## src/rtl/sirq_pkg.sv

```systemverilog
package sirq_pkg;

  typedef enum logic [2:0] {
    ST_IDLE, ST_SLO, ST_SHI, ST_STA, ST_FRM, ST_PLO, ST_PHI, ST_PTA
  } ctlStateT;

  typedef enum logic [1:0] {
    LK_HOST, LK_SLAVE, LK_STOP2, LK_STOP3
  } lowKindT;

  typedef struct packed {
    logic    latchCfg;
    logic    loadLow;
    lowKindT lowKind;
    logic    tickLow;
    logic    clrFrame;
    logic    stepFrame;
    logic    sampleNow;
  } strobeT;

  typedef struct packed {
    logic lowLast;
    logic isSample;
    logic frameLast;
  } statusT;

  function automatic logic [3:0] startWidth(input logic [1:0] sel);
    case (sel)
      2'b00:   return 4'd4;
      2'b01:   return 4'd6;
      default: return 4'd8;
    endcase
  endfunction

endpackage

```

## src/rtl/sirq_datapath.sv

```systemverilog
module sirq_datapath
  import sirq_pkg::*;
#(
  parameter int NUM_SLOTS  = 32,
  parameter int MIN_FRAMES = 17,
  parameter int SEL_W      = 4,
  localparam int CFG_W     = SEL_W + 2
) (
  input  logic                 clk,
  input  logic                 rstN,
  input  logic                 cfgWrEn,
  input  logic [CFG_W-1:0]     cfgWrData,
  input  strobeT               strb,
  input  logic                 serIn,
  output statusT               stat,
  output logic [NUM_SLOTS-1:0] irqLevels
);
  localparam int IDX_W = $clog2(NUM_SLOTS);
  localparam int TOT_W = IDX_W + 1;

  logic [1:0]       widthReg;
  logic [SEL_W-1:0] framesReg;
  logic [SEL_W-1:0] framesSnap;
  logic [3:0]       lowCnt;
  logic [3:0]       lowLoad;
  logic [IDX_W-1:0] frameIdx;
  logic [1:0]       phase;
  logic [TOT_W-1:0] frameTotal;
  logic [TOT_W-1:0] nextTotal;

  assign frameTotal = TOT_W'(MIN_FRAMES) + TOT_W'(framesSnap);
  assign nextTotal  = TOT_W'(MIN_FRAMES) + TOT_W'(framesReg);

  always_comb begin
    case (strb.lowKind)
      LK_HOST:  lowLoad = startWidth(widthReg);
      LK_SLAVE: lowLoad = startWidth(widthReg) - 4'd1;
      LK_STOP2: lowLoad = 4'd2;
      default:  lowLoad = 4'd3;
    endcase
  end

  always_ff @(posedge clk) begin
    if (!rstN) begin
      widthReg   <= '0;
      framesReg  <= '0;
      framesSnap <= '0;
      lowCnt     <= '0;
      frameIdx   <= '0;
      phase      <= '0;
    end else begin
      if (cfgWrEn) {framesReg, widthReg} <= cfgWrData;
      if (strb.latchCfg) framesSnap <= framesReg;
      if (strb.loadLow) lowCnt <= lowLoad;
      else if (strb.tickLow) lowCnt <= lowCnt - 4'd1;
      if (strb.clrFrame) begin
        frameIdx <= '0;
        phase    <= '0;
      end else if (strb.stepFrame) begin
        if (phase == 2'd2) begin
          phase    <= '0;
          frameIdx <= frameIdx + IDX_W'(1);
        end else begin
          phase <= phase + 2'd1;
        end
      end
    end
  end

  // One register per slot; slots past the new count are forced high at Start
  for (genvar i = 0; i < NUM_SLOTS; i++) begin : g_slot
    localparam logic [TOT_W-1:0] POS = TOT_W'(i);
    always_ff @(posedge clk) begin
      if (!rstN) irqLevels[i] <= 1'b1;
      else if (strb.latchCfg && (POS >= nextTotal)) irqLevels[i] <= 1'b1;
      else if (strb.sampleNow && (frameIdx == IDX_W'(i))) irqLevels[i] <= serIn;
    end
  end

  assign stat.lowLast   = (lowCnt == 4'd1);
  assign stat.isSample  = (phase == 2'd0);
  assign stat.frameLast = (phase == 2'd2) && ({1'b0, frameIdx} == frameTotal - TOT_W'(1));

endmodule

```

## src/rtl/sirq_control.sv

```systemverilog
module sirq_control
  import sirq_pkg::*;
(
  input  logic   clk,
  input  logic   rstN,
  input  logic   hostKick,
  input  logic   quietReq,
  input  logic   serIn,
  input  statusT stat,
  output strobeT strb,
  output logic   serOe,
  output logic   serOut,
  output logic   cycleActive,
  output logic   quietMode
);
  ctlStateT state, nextState;
  logic curQuiet;
  logic stopQuiet;
  logic firstPend;

  always_comb begin
    strb         = '0;
    strb.lowKind = LK_HOST;
    nextState    = state;
    serOe        = 1'b0;
    serOut       = 1'b1;
    case (state)
      ST_IDLE: begin
        if (curQuiet && !serIn) begin
          strb.latchCfg = 1'b1;
          strb.loadLow  = 1'b1;
          strb.lowKind  = LK_SLAVE;
          nextState     = ST_SLO;
        end else if (firstPend || hostKick) begin
          strb.latchCfg = 1'b1;
          strb.loadLow  = 1'b1;
          strb.lowKind  = LK_HOST;
          nextState     = ST_SLO;
        end
      end
      ST_SLO: begin
        serOe        = 1'b1;
        serOut       = 1'b0;
        strb.tickLow = 1'b1;
        if (stat.lowLast) nextState = ST_SHI;
      end
      ST_SHI: begin
        serOe         = 1'b1;
        strb.clrFrame = 1'b1;
        nextState     = ST_STA;
      end
      ST_STA: nextState = ST_FRM;
      ST_FRM: begin
        strb.stepFrame = 1'b1;
        strb.sampleNow = stat.isSample;
        if (stat.frameLast) begin
          strb.loadLow = 1'b1;
          strb.lowKind = quietReq ? LK_STOP2 : LK_STOP3;
          nextState    = ST_PLO;
        end
      end
      ST_PLO: begin
        serOe        = 1'b1;
        serOut       = 1'b0;
        strb.tickLow = 1'b1;
        if (stat.lowLast) nextState = ST_PHI;
      end
      ST_PHI: begin
        serOe     = 1'b1;
        nextState = ST_PTA;
      end
      default: nextState = ST_IDLE;
    endcase
  end

  always_ff @(posedge clk) begin
    if (!rstN) begin
      state     <= ST_IDLE;
      curQuiet  <= 1'b0;
      stopQuiet <= 1'b0;
      firstPend <= 1'b1;
    end else begin
      state <= nextState;
      if (state == ST_IDLE && nextState == ST_SLO) firstPend <= 1'b0;
      if (state == ST_FRM && stat.frameLast) stopQuiet <= quietReq;
      if (state == ST_PHI) curQuiet <= stopQuiet;
    end
  end

  assign cycleActive = (state != ST_IDLE);
  assign quietMode   = curQuiet;

endmodule

```

## src/rtl/sirq_host.sv

```systemverilog
module sirq_host
  import sirq_pkg::*;
#(
  parameter int NUM_SLOTS  = 32,
  parameter int MIN_FRAMES = 17,
  parameter int SEL_W      = 4,
  localparam int CFG_W     = SEL_W + 2
) (
  input  logic                 clk,
  input  logic                 rstN,
  input  logic                 cfgWrEn,
  input  logic [CFG_W-1:0]     cfgWrData,
  input  logic                 hostKick,
  input  logic                 quietReq,
  input  logic                 serIn,
  output logic                 serOe,
  output logic                 serOut,
  output logic [NUM_SLOTS-1:0] irqLevels,
  output logic                 cycleActive,
  output logic                 quietMode
);
  strobeT strb;
  statusT stat;

  sirq_control ctl_i (
    .clk(clk), .rstN(rstN), .hostKick(hostKick), .quietReq(quietReq),
    .serIn(serIn), .stat(stat), .strb(strb), .serOe(serOe), .serOut(serOut),
    .cycleActive(cycleActive), .quietMode(quietMode)
  );

  sirq_datapath #(
    .NUM_SLOTS(NUM_SLOTS), .MIN_FRAMES(MIN_FRAMES), .SEL_W(SEL_W)
  ) dp_i (
    .clk(clk), .rstN(rstN), .cfgWrEn(cfgWrEn), .cfgWrData(cfgWrData),
    .strb(strb), .serIn(serIn), .stat(stat), .irqLevels(irqLevels)
  );

endmodule

```

## config.mk

```make
export PLATFORM = sky130hd
export DESIGN_NAME = sirq_host
export DESIGN_NICKNAME = d
export VERILOG_FILES = /design/src/rtl/sirq_pkg.sv /design/src/rtl/sirq_datapath.sv /design/src/rtl/sirq_control.sv /design/src/rtl/sirq_host.sv
export SDC_FILE = /design/constraint.sdc
export NUM_CORES = 1
export LEC_CHECK = 0
export BUFFER_PORTS_ARGS = -buffer_cell sky130_fd_sc_hd__buf_2
export CAP_MARGIN = 10
export CELL_PAD_IN_SITES_DETAIL_PLACEMENT = 1
export CELL_PAD_IN_SITES_GLOBAL_PLACEMENT = 1
export CORE_MARGIN = 1.5
export CORE_UTILIZATION = 43
export CTS_CLUSTER_DIAMETER = 150
export DETAILED_ROUTE_END_ITERATION = 7
export GPL_ROUTABILITY_DRIVEN = 1
export PLACE_DENSITY_LB_ADDON = 0.1
export SYNTH_ARGS = -nofsm -noshare
export SYNTH_HDL_FRONTEND = slang
export SYNTH_SLANG_ARGS = --single-unit
export TNS_END_PERCENT = 50
```

## constraint.sdc

```tcl
create_clock -name clk -period 2.5 [get_ports clk]
set_input_delay 0.25 -clock clk [delete_from_list [all_inputs] [get_ports clk]]
set_output_delay 0.25 -clock clk [all_outputs]
set_load 0.05 [all_outputs]
```

==> results.md, run 1 <==
- Critical path type: reg2reg
- Sw frac: 0.353
- Total CTS buffers: 9
- Detailed placement HPWL: 6340 µm
- Synth top area share: 0.347
- Crit path depth: 7
- Drt total wl: 8880 µm
- PwrDens: 673 nW/µm²
- Hold WC Path Type: in2reg
- WHS Path Cells: 3
- P&R area growth vs syn: 12.1%
- Die X: 92.0 µm
- Hold endpoint: dp_i.framesReg[3]
- Vias: 2,926
- Worst Setup End Kind: register
- # IOs: 48
- Die area: 8460 µm²
- Post-CTS setup buffers: 0
- CP top delay family: simple AND/OR/NAND/NOR gates
- CP Launch Type: register
- Combinational share of power: 0.287
- Max Cap Viol: 0
- Setup Skew: 7.29 ps
- Total grt overflow: 0
- Initial Utilization: 0.443
- Yosys warning count: 0
- Hold-fix buffers, CTS: 0
- Net Switching: 0.906 mW
- DRT Pass-1 Iters: 4
- CP Max Fanout: 26
- Drc violations: 0
- Drt wl/cell: 16.2 µm
- Reg clk slew, reported paths: 70 ps
- Required @ worst endpoint: 2780 ps
- Tcrit/Tclk final: 0.884
- Slew @ Worst Pin: 725 ps
- Port buffer count: 47
- Power Internal: 1.66 mW
- RSZ-0062 raised after global routing: no
- Worst R2R Setup Slack: 290 ps
- Ys flop type: dfxtp_1
- Sequential element share of the synthesized area: 0.347
- Via-per-instance ratio: 5.35
- Fmax: 453 MHz
- Initial antenna violation count: 0
- Routed Antenna Nets: 0
- Synth top area cells: dfxtp_1 35%, mux2i_1 7.6%, nand3_1 7.2%
- Endpoints failing setup: 0
- CP peak stage delay: 590 ps
- Maximum vdd drop: 0.344 mV
- Asr flop ratio synth: 0
- N_diodes: 0
- Crit-path cells: inv_1, ha_1, nand2b_2, a21oi_4, nand3_2, and2_4, nand3_2
- CTS resizes: 0
- H-tree levels: 3
- Top cell type by total area after synthesis: dfxtp_1
- Hold Startpoint: cfgWrData[5]
- Critical Path AT: 2490 ps
- Synth Instances: 405
- Synth Register Bits: 59
- Routability congestion estimate: 0.867
- Sequential share of power: 0.407
- Post-Layout Inst Area: 3820 µm²
- Placed inst area: 3640 µm²
- Clk sinks: 59
- Post-Route Setup TNS: 0 ps
- Vias in the first global route: 2,904
- WP buf/inv: 1
- Die H: 92.0 µm
- EDFF count, synth: 0
- TritonCTS clock tree: built
- Synth Cell Area: 3400 µm²
- Share of cells above drive strength 1: 0.204
- RR Startpoint: ctl_i.state[1]
- Total Nets Final: 467
- Core footprint: 7690 µm²
- Synth cell types: 61
- First-pass GRT wire length: 14,500 µm
- Violation count after the first detailed-route iteration: 114
- Clock Power Share: 0.305
- Synth Area per Inst: 8.40 µm²
- Worst-Skew Late Latency: 340 ps
- Max Root-Sink Buffers: 2
- Final slew viol count: 0
- FP Rows: 32
- Max-slew headroom: 0.515
- Leakage power figure: 1.57 nW
- Post-Syn Nets: 432
- CTS Root Buffer Type: clkbuf_8
- Tmin final: 2210 ps
- Critical-path top delay cell: a21oi_4
- R2r endpoint: dp_i.irqLevels[13]
- Largest net degree at the start of global routing: 33
- Most numerous cell on the critical path: nand3_2
- Total track usage: 0.221
- Status: completed
- Final Hold Fails: 0
- R2R depth: 7
-- cell usage after synthesis (3+ instances only) --
cell type,n
dfxtp_1,59
nand2_1,57
nand3_1,49
mux2i_1,26
nor2_1,25
clkbuf_1,17
nor2b_1,17
inv_1,16
ha_1,15
a21oi_1,14
o21ai_0,10
nand3_2,7
nor3_1,7
xnor2_1,7
nand4_1,6
buf_2,4
a21o_1,3
buf_4,3
buf_6,3
nand2b_1,3
nor4_4,3
o211ai_1,3
o21a_1,3
o21ai_1,3
xor2_1,3
-- worst max path at each step --
stage	slack [ps]	from	endpoint
floorplan	630	ctl_i.state[1]	ctl_i.state[0]
global placement	410	ctl_i.state[1]	dp_i.irqLevels[11]
detailed placement	280	ctl_i.state[1]	dp_i.irqLevels[13]
CTS	260	ctl_i.state[1]	dp_i.irqLevels[13]
global route	100	ctl_i.state[1]	dp_i.irqLevels[13]
finish	290	ctl_i.state[1]	dp_i.irqLevels[13]
-- cell usage in the layout (no fill, tap or decap), types with 6 or more instances in the layout --
| master | instances |
|---|---|
| mux2i_1 | 26 |
| inv_1 | 16 |
| nand4_1 | 6 |
| buf_2 | 47 |
| dfxtp_1 | 59 |
| nand3_2 | 7 |
| nor3_1 | 7 |
| nor2_1 | 25 |
| ha_1 | 15 |
| nand3_1 | 49 |
| buf_4 | 7 |
| clkbuf_8 | 11 |
| a21oi_1 | 14 |
| o21ai_0 | 10 |
| xnor2_1 | 7 |
| nand2_1 | 57 |
| nor2b_1 | 17 |
-- state kept, by name, indices dropped and copies added, names as in the netlist --
register	count
dp_i.frameIdx	5
ctl_i.state	3
ctl_i.quietMode	1
dp_i.lowCnt	4
dp_i.irqLevels	32
dp_i.framesSnap	4
dp_i.framesReg	4
ctl_i.firstPend	1
ctl_i.stopQuiet	1
dp_i.widthReg	2
dp_i.phase	2
-- power groups by stage --
| stage | clock, mW | sequential, mW | combinational [mW] |
|---|---|---|---|
| 5_1_grt | 0.853 | 1.05 | 0.819 |
| 3_3_place_gp | 0 | 1.07 | 0.726 |
| 6_report | 0.783 | 1.05 | 0.738 |
| 3_5_place_dp | 0 | 1.07 | 0.740 |
| 4_1_cts | 0.803 | 1.05 | 0.749 |
| 2_1_floorplan | 0 | 1.05 | 0.681 |
-- metal layers --
| metal | wire length [µm] | global-route usage | up-vias |
|---|---|---|---|
| met1 | 4340 | 0.291 | 1398 |
| met5 | 0 | 0 | - |
| met4 | 109 | 0.0769 | 0 |
| li1 | - | - | 1464 |
| met3 | 262 | 0.0340 | 12 |
| met2 | 4170 | 0.368 | 52 |
-- layout make-up --
type	instances	area, µm²
tap	102	128
timing repair buffer	54	288
clock inverter	2	10.0
fill	966	3870
sequential	59	1180
inverter	16	60.1
clock buffer	14	163
multi-input combinational	300	1990
-- stage by stage --
stage / hold slack, ps / instances / util / setup slack [ps] / power, mW
3_3_place_gp: 444 / 531 / 0.474 / 407 / 1.79
5_1_grt: 190 / 547 / 0.496 / 104 / 2.73
3_5_place_dp: 454 / 531 / 0.474 / 282 / 1.81
4_1_cts: 176 / 547 / 0.496 / 256 / 2.60
2_1_floorplan: 419 / 405 / - / 632 / 1.73
6_report: 179 / 547 / 0.496 / 291 / 2.57
-- cell families after synthesis --
group / count (synthesis) / share of synthesized area
compound gates: 52 / 0.101
mux: 26 / 0.0765
flops: 59 / 0.347
buf+inv: 46 / 0.0691
xor+xnor: 10 / 0.0257
simple gates: 196 / 0.323
fa+ha+maj: 16 / 0.0581
-- worst reg2reg max path, cell delays in order (launching register included) --
cell,delay [ps]
dfxtp_1,360
inv_1,110
ha_1,370
nand2b_2,170
a21oi_4,590
nand3_2,240
and2_4,260
nand3_2,60
(Power assumes the default switching activity.)
==> run 2: changes to the inputs <==
--- a/config.mk
+++ b/config.mk
@@ -5,12 +5,13 @@
 export SDC_FILE = /design/constraint.sdc
 export NUM_CORES = 1
 export LEC_CHECK = 0
+export ABC_AREA = 1
 export BUFFER_PORTS_ARGS = -buffer_cell sky130_fd_sc_hd__buf_2
 export CAP_MARGIN = 10
 export CELL_PAD_IN_SITES_DETAIL_PLACEMENT = 1
 export CELL_PAD_IN_SITES_GLOBAL_PLACEMENT = 1
 export CORE_MARGIN = 1.5
-export CORE_UTILIZATION = 43
+export CORE_UTILIZATION = 41
 export CTS_CLUSTER_DIAMETER = 150
 export DETAILED_ROUTE_END_ITERATION = 7
 export GPL_ROUTABILITY_DRIVEN = 1
==> run 2 against run 1 <==
  * Fmax increased by 17%
  * First-iteration DRC count is 55% higher
  * Combinational power down 13%
==> results.md, run 2 <==
- Commonest non-fill, non-tap cell in the layout: nand2_1 (was dfxtp_1)
- Synth cell types: 35 (was 61)
- Endpoints failing setup: 0 (unchanged)
- Post-Syn Nets: 467 (was 432)
- Maximum vdd drop: 0.354 mV (was 0.344 mV)
- Post-Synth Adder-Cell Area: 0.0580 (was 0.0581)
- DRT Pass-1 Iters: 4 (unchanged)
- # IOs: 48 (unchanged)
- Synth Cell Area: 3240 µm² (was 3400 µm²)
- CTS Root Buffer Type: clkbuf_8 (unchanged)
- Share of cells above drive strength 1: 0.183 (was 0.204)
- Worst Setup End Kind: output port (was register)
- CP Launch Type: register (unchanged)
- Die area: 8430 µm² (was 8460 µm²)
- Fmax: 532 MHz (was 453 MHz)
- Fill cells: 1,012 (was 966)
- WHS Path Cells: 3 (unchanged)
- Synth top area cells: dfxtp_1 37%, nand2_1 8.8%, inv_1 6.3% (was dfxtp_1 35%, mux2i_1 7.6%, nand3_1 7.2%)
- Critical Path AT: 1630 ps (was 2490 ps)
- Drc violations: 0 (unchanged)
- Detailed placement HPWL: 7010 µm (was 6340 µm)
- Required @ worst endpoint: 2250 ps (was 2780 ps)
- Critical path type: reg2out (was reg2reg)
- Main combinational cell family by area after synthesis: simple AND/OR/NAND/NOR gates (unchanged)
- First-pass GRT wire length: 15,400 µm (was 14,500 µm)
- FP Rows: 32 (unchanged)
- Hold-fix buffers, CTS: 0 (unchanged)
- Synth Register Bits: 59 (unchanged)
- Total track usage: 0.231 (was 0.221)
- Largest net degree at the start of global routing: 28 (was 33)
- Worst-Skew Late Latency: 340 ps (about the same)
- Post-route insts no fill: 593 (was 547)
- CP Max Fanout: 8 (was 26)
- Drt total wl: 9120 µm (was 8880 µm)
- Total grt overflow: 0 (unchanged)
- Setup Skew: 12.4 ps (was 7.29 ps)
- Initial Utilization: 0.421 (was 0.443)
- P&R area growth vs syn: 15.0% (was 12.1%)
- Status: completed (unchanged)
- Yosys warning count: 0 (unchanged)
- Die H: 91.8 µm (was 92.0 µm)
- Biggest regs: dp_i.irqLevels: 32 flops, dp_i.frameIdx: 5 flops (unchanged)
- Hold WC Path Type: in2reg (unchanged)
- Placed cell count: 577 (was 531)
- Tmin final: 1880 ps (was 2210 ps)
- N_diodes: 0 (unchanged)
- Synth Area per Inst: 7.35 µm² (was 8.40 µm²)
- Top post-synthesis cells by count: 76 x nand2_1, 59 x dfxtp_1, 54 x inv_1, 54 x nor2_1, 31 x o21ai_0 (was 59 x dfxtp_1, 57 x nand2_1, 49 x nand3_1)
- Initial antenna violation count: 0 (unchanged)
- Core footprint: 7690 µm² (unchanged)
- Die X: 91.8 µm (was 92.0 µm)
- Total CTS buffers: 9 (unchanged)
- Synth Area in Compound Gates: 0.215 (was 0.101)
- Clk sinks: 59 (unchanged)
- Top cell type by total area after synthesis: dfxtp_1 (unchanged)
- Leakage power figure: 1.59 nW (was 1.57 nW)
- Count leader, synth: nand2_1 (was dfxtp_1)
- R2R depth: 9 (was 7)
- Synth top area share: 0.365 (was 0.347)
- Routability congestion estimate: 0.874 (was 0.867)
- Post-Route Setup TNS: 0 ps (unchanged)
- Commonest non-fill, non-tap cells in the layout: 76 x nand2_1, 59 x dfxtp_1, 54 x inv_1, 54 x nor2_1, 47 x buf_2 (was 59 x dfxtp_1, 57 x nand2_1, 49 x nand3_1)
- Hold Startpoint: cfgWrData[0] (was cfgWrData[5])
- Max Cap Viol: 0 (unchanged)
- Max Root-Sink Buffers: 2 (unchanged)
- CTS resizes: 0 (unchanged)
- Ys flop type: dfxtp_1 (unchanged)
- Violation count after the first detailed-route iteration: 177 (was 114)
- Synth Instances: 440 (was 405)
- Total Nets Final: 513 (was 467)
- Tcrit/Tclk final: 0.752 (was 0.884)
- Asr flop ratio synth: 0 (unchanged)
- Critical path origin: ctl_i.state[1] (unchanged)
- Drt wl/cell: 15.4 µm (was 16.2 µm)
- H-tree levels: 3 (unchanged)
- Final slew viol count: 0 (unchanged)
- Final Hold Fails: 0 (unchanged)
- Vias: 3,141 (was 2,926)
- Slew @ Worst Pin: 513 ps (was 725 ps)
- Via-per-instance ratio: 5.30 (was 5.35)
- Mux cell area share after synthesis: 0 (was 0.0765)
- Max-slew headroom: 0.658 (was 0.515)
- EDFF count, synth: 0 (unchanged)
- Hold endpoint: dp_i.widthReg[0] (was dp_i.framesReg[3])
- RR Startpoint: ctl_i.state[0] (was ctl_i.state[1])
- Port buffer count: 47 (unchanged)
- Reg clk slew, reported paths: 70 ps (about the same)
- Top reg by flops: dp_i.irqLevels (unchanged)
- RSZ-0062 raised after global routing: no (unchanged)
- Sequential element share of the synthesized area: 0.365 (was 0.347)
- Xor/xnor share of the synthesized area: 0.00271 (was 0.0257)
- PwrDens: 694 nW/µm² (was 673 nW/µm²)
- Routed Antenna Nets: 0 (unchanged)
- R2r endpoint: dp_i.irqLevels[3] (was dp_i.irqLevels[13])
- Max FFs per register: 32 (unchanged)
- TritonCTS clock tree: built (unchanged)
- Post-CTS setup buffers: 0 (unchanged)
- Vias in the first global route: 3,151 (was 2,904)
- Worst R2R Setup Slack: 640 ps (was 290 ps)
- Simple-gate share of the synthesized area: 0.251 (was 0.323)
[run 2: changes by cell type in the layout (fill, tap and decap cells not counted), moves of 14 or more]
cell / before / now
o311ai_1: 0 / 14
nor2b_1: 17 / 0
mux2i_1: 26 / 0
nor2_1: 25 / 54
inv_1: 16 / 54
nand2_1: 57 / 76
nand3_1: 49 / 20
o21ai_0: 10 / 31
[run 2: kinds of logic after synthesis]
logic type,Yosys count
AND/OR/NAND/NOR,172
XOR/XNOR,1
AO/OA/AOI/OAI,114
adder cells (fa/ha/maj),15
buffers and inverters,79
flip-flops,59
[run 2: worst max-delay path, stage by stage (launching register included)]
cell and delay [ps]:
dfxtp_1 400, inv_1 100, ha_1 300, inv_1 200
buf_2 290
[run 2: worst max path at each step]
stage,cells past startpoint,endpoint
2_1_floorplan,11,dp_i.irqLevels[29]
3_3_place_gp,9,dp_i.irqLevels[21]
3_5_place_dp,9,dp_i.irqLevels[3]
4_1_cts,4,serOut
5_1_grt,9,dp_i.irqLevels[21]
6_report,4,serOut
[run 2: report_power, final]
| part | internal, mW | total (mW) | switching (mW) | leakage, nW |
|---|---|---|---|---|
| combinational | 0.191 | 0.641 | 0.450 | 1.01 |
| sequential | 0.999 | 1.04 | 0.0429 | 0.481 |
| clock | 0.513 | 0.898 | 0.385 | 0.106 |
[run 2: final cells by class]
class	count	area (µm²)	area share
repair buffers	49	250	0.0673
clock inverters	4	48.8	0.0131
well taps	102	128	0.0343
multi-input cells	302	1710	0.458
inverters	65	251	0.0676
clock buffers	12	155	0.0417
flip-flops and latches	59	1180	0.318
[run 2: stage by stage]
| step | setup WS, ps | power, mW | area [µm²] | hold WS (ps) | utilization |
|---|---|---|---|---|---|
| 2_1_floorplan | 831 | 1.56 | 3240 | 385 | - |
| 3_3_place_gp | 759 | 1.68 | 3520 | 451 | 0.457 |
| 3_5_place_dp | 658 | 1.70 | 3520 | 461 | 0.457 |
| 4_1_cts | 603 | 2.60 | 3720 | 133 | 0.484 |
| 5_1_grt | 431 | 2.72 | 3720 | 157 | 0.484 |
| 6_report | 619 | 2.58 | 3720 | 143 | 0.484 |
[run 2: layer usage]
metal | vias up | part of all wire | track usage | wire length [µm]
met1 | 1511 | 0.48 | 0.301 | 4410
met5 | - | 0 | 0 | 0
met3 | 8 | 0.042 | 0.0390 | 386
met2 | 58 | 0.46 | 0.387 | 4220
li1 | 1564 | - | - | -
met4 | 0 | 0.010 | 0.0756 | 95
==> run 3: changes to the inputs <==
--- a/config.mk
+++ b/config.mk
@@ -5,13 +5,13 @@
 export SDC_FILE = /design/constraint.sdc
 export NUM_CORES = 1
 export LEC_CHECK = 0
-export ABC_AREA = 1
+export ABC_AREA = 0
 export BUFFER_PORTS_ARGS = -buffer_cell sky130_fd_sc_hd__buf_2
 export CAP_MARGIN = 10
 export CELL_PAD_IN_SITES_DETAIL_PLACEMENT = 1
 export CELL_PAD_IN_SITES_GLOBAL_PLACEMENT = 1
 export CORE_MARGIN = 1.5
-export CORE_UTILIZATION = 41
+export CORE_UTILIZATION = 43
 export CTS_CLUSTER_DIAMETER = 150
 export DETAILED_ROUTE_END_ITERATION = 7
 export GPL_ROUTABILITY_DRIVEN = 1
==> constraint.sdc (replaced) <==
create_clock -name clk -period 1.77 [get_ports clk]
set_input_delay 0.177 -clock clk [delete_from_list [all_inputs] [get_ports clk]]
set_output_delay 0.177 -clock clk [all_outputs]
set_load 0.05 [all_outputs]
==> run 3 against run 2 <==
  * Global-route usage increased by 1.2 points
  * Setup slack got worse by 570 ps
  * Largest cell class unchanged
  * Clock skew grew 1.6 ps
  * Final cell count is 1.3% lower
  * First-iteration DRC count is 58% lower
  * Highest routed layer unchanged
  * Critical path type unchanged
  * Non-clock buffer count up 43
==> results.md, run 3 (synthesis gave the netlist of run 1 again) <==
- Status: completed (unchanged)
- Clk sinks: 59 (unchanged)
- R2r endpoint: dp_i.irqLevels[30] (was dp_i.irqLevels[3])
- DRT Pass-1 Iters: 4 (unchanged)
- Critical Path AT: 1540 ps (was 1630 ps)
- Via-per-instance ratio: 5.35 (was 5.30)
- Total grt overflow: 0 (unchanged)
- Die X: 92.0 µm (was 91.8 µm)
- Required @ worst endpoint: 1590 ps (was 2250 ps)
- Total Nets Final: 505 (was 513)
- Commonest non-fill, non-tap cells in the layout: 57 x nand2_1, 55 x dfxtp_1, 48 x nand3_1 (was 76 x nand2_1, 59 x dfxtp_1, 54 x inv_1, 54 x nor2_1, 47 x buf_2)
- Placed inst area: 3880 µm² (was 3520 µm²)
- Biggest regs: dp_i.irqLevels: 32 flops, dp_i.frameIdx: 5 flops (unchanged)
- Vias: 3,130 (was 3,141)
- RR Startpoint: dp_i.framesReg[0] (was ctl_i.state[0])
- Endpoints failing setup: 0 (unchanged)
- Fill cells: 976 (was 1,012)
- Share of cells above drive strength 1: 0.300 (was 0.183)
- Setup Skew: 14.0 ps (was 12.4 ps)
- Initial antenna violation count: 0 (unchanged)
- Routability congestion estimate: 0.880 (was 0.874)
- Slew @ Worst Pin: 638 ps (was 513 ps)
- CP Max Fanout: 8 (unchanged)
- Tmin final: 1720 ps
- Detailed placement HPWL: 7160 µm (was 7010 µm)
- Max Root-Sink Buffers: 2 (unchanged)
- PwrDens: 1020 nW/µm² (was 694 nW/µm²)
- Worst Slack Setup Final: 52.8 ps (was 619 ps)
- CTS Root Buffer Type: clkbuf_8 (unchanged)
- Total track usage: 0.243 (was 0.231)
- Placed cell count: 562 (was 577)
- Top reg by flops: dp_i.irqLevels (unchanged)
- Core footprint: 7690 µm² (unchanged)
- Initial Utilization: 0.443 (was 0.421)
- Leakage power figure: 1.79 nW (was 1.59 nW)
- Die H: 92.0 µm (was 91.8 µm)
- Drt wl/cell: 16.5 µm (was 15.4 µm)
- Fmax: 582 MHz
- Drt total wl: 9670 µm (was 9120 µm)
- Final slew viol count: 0 (unchanged)
- Worst R2R Setup Slack: 110 ps (was 640 ps)
- Crit-path cells: inv_1, buf_4, ha_1, buf_4, inv_1, buf_4 (was inv_1, ha_1, inv_1, buf_2)
- Die area: 8460 µm² (was 8430 µm²)
- Tcrit/Tclk final: 0.970
- First-pass GRT wire length: 16,200 µm (was 15,400 µm)
- FP Rows: 32 (unchanged)
- Commonest non-fill, non-tap cell in the layout: nand2_1 (unchanged)
- # IOs: 48 (unchanged)
- Violation count after the first detailed-route iteration: 75 (was 177)
- Most numerous cell on the critical path: buf_4 (was inv_1)
- RSZ-0062 raised after global routing: no (unchanged)
- Post-Layout Inst Area: 4210 µm² (was 3720 µm²)
- Routed Antenna Nets: 0 (unchanged)
- Worst-Skew Late Latency: 350 ps (was 340 ps)
- Largest net degree at the start of global routing: 33 (was 28)
- Pre-CTS setup slack: -88.9 ps (was 658 ps)
- Hold WC Path Type: in2reg (unchanged)
- Hold-fix buffers, CTS: 0 (unchanged)
- Max-slew headroom: 0.572 (was 0.658)
- Final Hold Fails: 0 (unchanged)
- TritonCTS clock tree: built (unchanged)
- Worst Setup End Kind: output port (unchanged)
- Post-route insts no fill: 585 (was 593)
- CP peak stage delay: 340 ps (was 400 ps)
- H-tree levels: 3 (unchanged)
- Critical path origin: ctl_i.state[1] (unchanged)
- Maximum vdd drop: 0.537 mV (was 0.354 mV)
- Reg clk slew, reported paths: 70 ps (about the same)
- Critical-path top delay cell: dfxtp_1 (unchanged)
- Critical path type: reg2out (unchanged)
- Max FFs per register: 32 (unchanged)
- R2R depth: 6 (was 9)
- CP Launch Type: register (unchanged)
- Total CTS buffers: 9 (unchanged)
- Port buffer count: 47 (unchanged)
- N_diodes: 0 (unchanged)
- Max Cap Viol: 0 (unchanged)
- Vias in the first global route: 3,228 (was 3,151)
- Critical path capture point: serOut (unchanged)
- Drc violations: 0 (unchanged)
- P&R area growth vs syn: 23.8% (was 15.0%)
==> run 3: cell type report <==
cell class,count,area (µm²),share of cell area
timing repair buffer,92,579,0.138
clock inverter,5,75.1,0.0178
sequential,59,1190,0.282
tap,102,128,0.0303
clock buffer,11,151,0.0359
multi-input combinational,300,2030,0.483
inverter,16,60.1,0.0143
==> run 3: critical path, delay by kind of cell (launching register included) <==
kind	cells	cell delay [ps]
buf+inv	5	630
flops	1	340
fa+ha+maj	1	220
==> run 3: report_power, final <==
| part | switching (mW) | leakage (nW) | internal [mW] | total [mW] |
|---|---|---|---|---|
| combinational | 0.810 | 1.19 | 0.589 | 1.40 |
| clock | 0.577 | 0.119 | 0.862 | 1.44 |
| sequential | 0.0667 | 0.481 | 1.41 | 1.47 |
==> run 3: stage by stage <==
stage | power [mW] | hold WS (ps) | setup TNS, ps | util
detailed placement | 2.76 | 447 | -243 | 0.505
floorplan | 2.49 | 346 | 0 | -
CTS | 4.28 | 89.4 | -2.13 | 0.539
global route | 4.53 | 93.0 | 0 | 0.548
global placement | 2.72 | 432 | -109 | 0.505
finish | 4.31 | 94.0 | 0 | 0.548
==> run 3: per-layer routing <==
layer / global-route usage / vias up / routed length [µm]
li1: - / 1538 / -
met1: 0.303 / 1537 / 4500
met2: 0.423 / 43 / 4830
met3: 0.0547 / 12 / 249
met4: 0.0551 / 0 / 88
met5: 0 / - / 0
==> run 3: how the worst min path moves through the flow <==
| stage | start | endpoint | slack [ps] | depth (start not counted) |
|---|---|---|---|---|
| after global placement | cfgWrData[3] | dp_i.framesReg[1] | 430 | 3 |
| after floorplan | quietReq | ctl_i.stopQuiet | 350 | 2 |
| after detailed placement | cfgWrData[0] | dp_i.widthReg[0] | 450 | 3 |
| after CTS | cfgWrData[0] | dp_i.widthReg[0] | 90 | 3 |
| after global routing | cfgWrData[3] | dp_i.framesReg[1] | 90 | 3 |
| final | cfgWrData[0] | dp_i.widthReg[0] | 90 | 3 |
==> run 3: repair_timing <==
action | CTS | global route
resized for setup | 2 | 16
pin swaps | 1 | 1
endpoints found under the setup margin | 14 | 19
buffers inserted | 3 | 4
gates cloned | 0 | 0
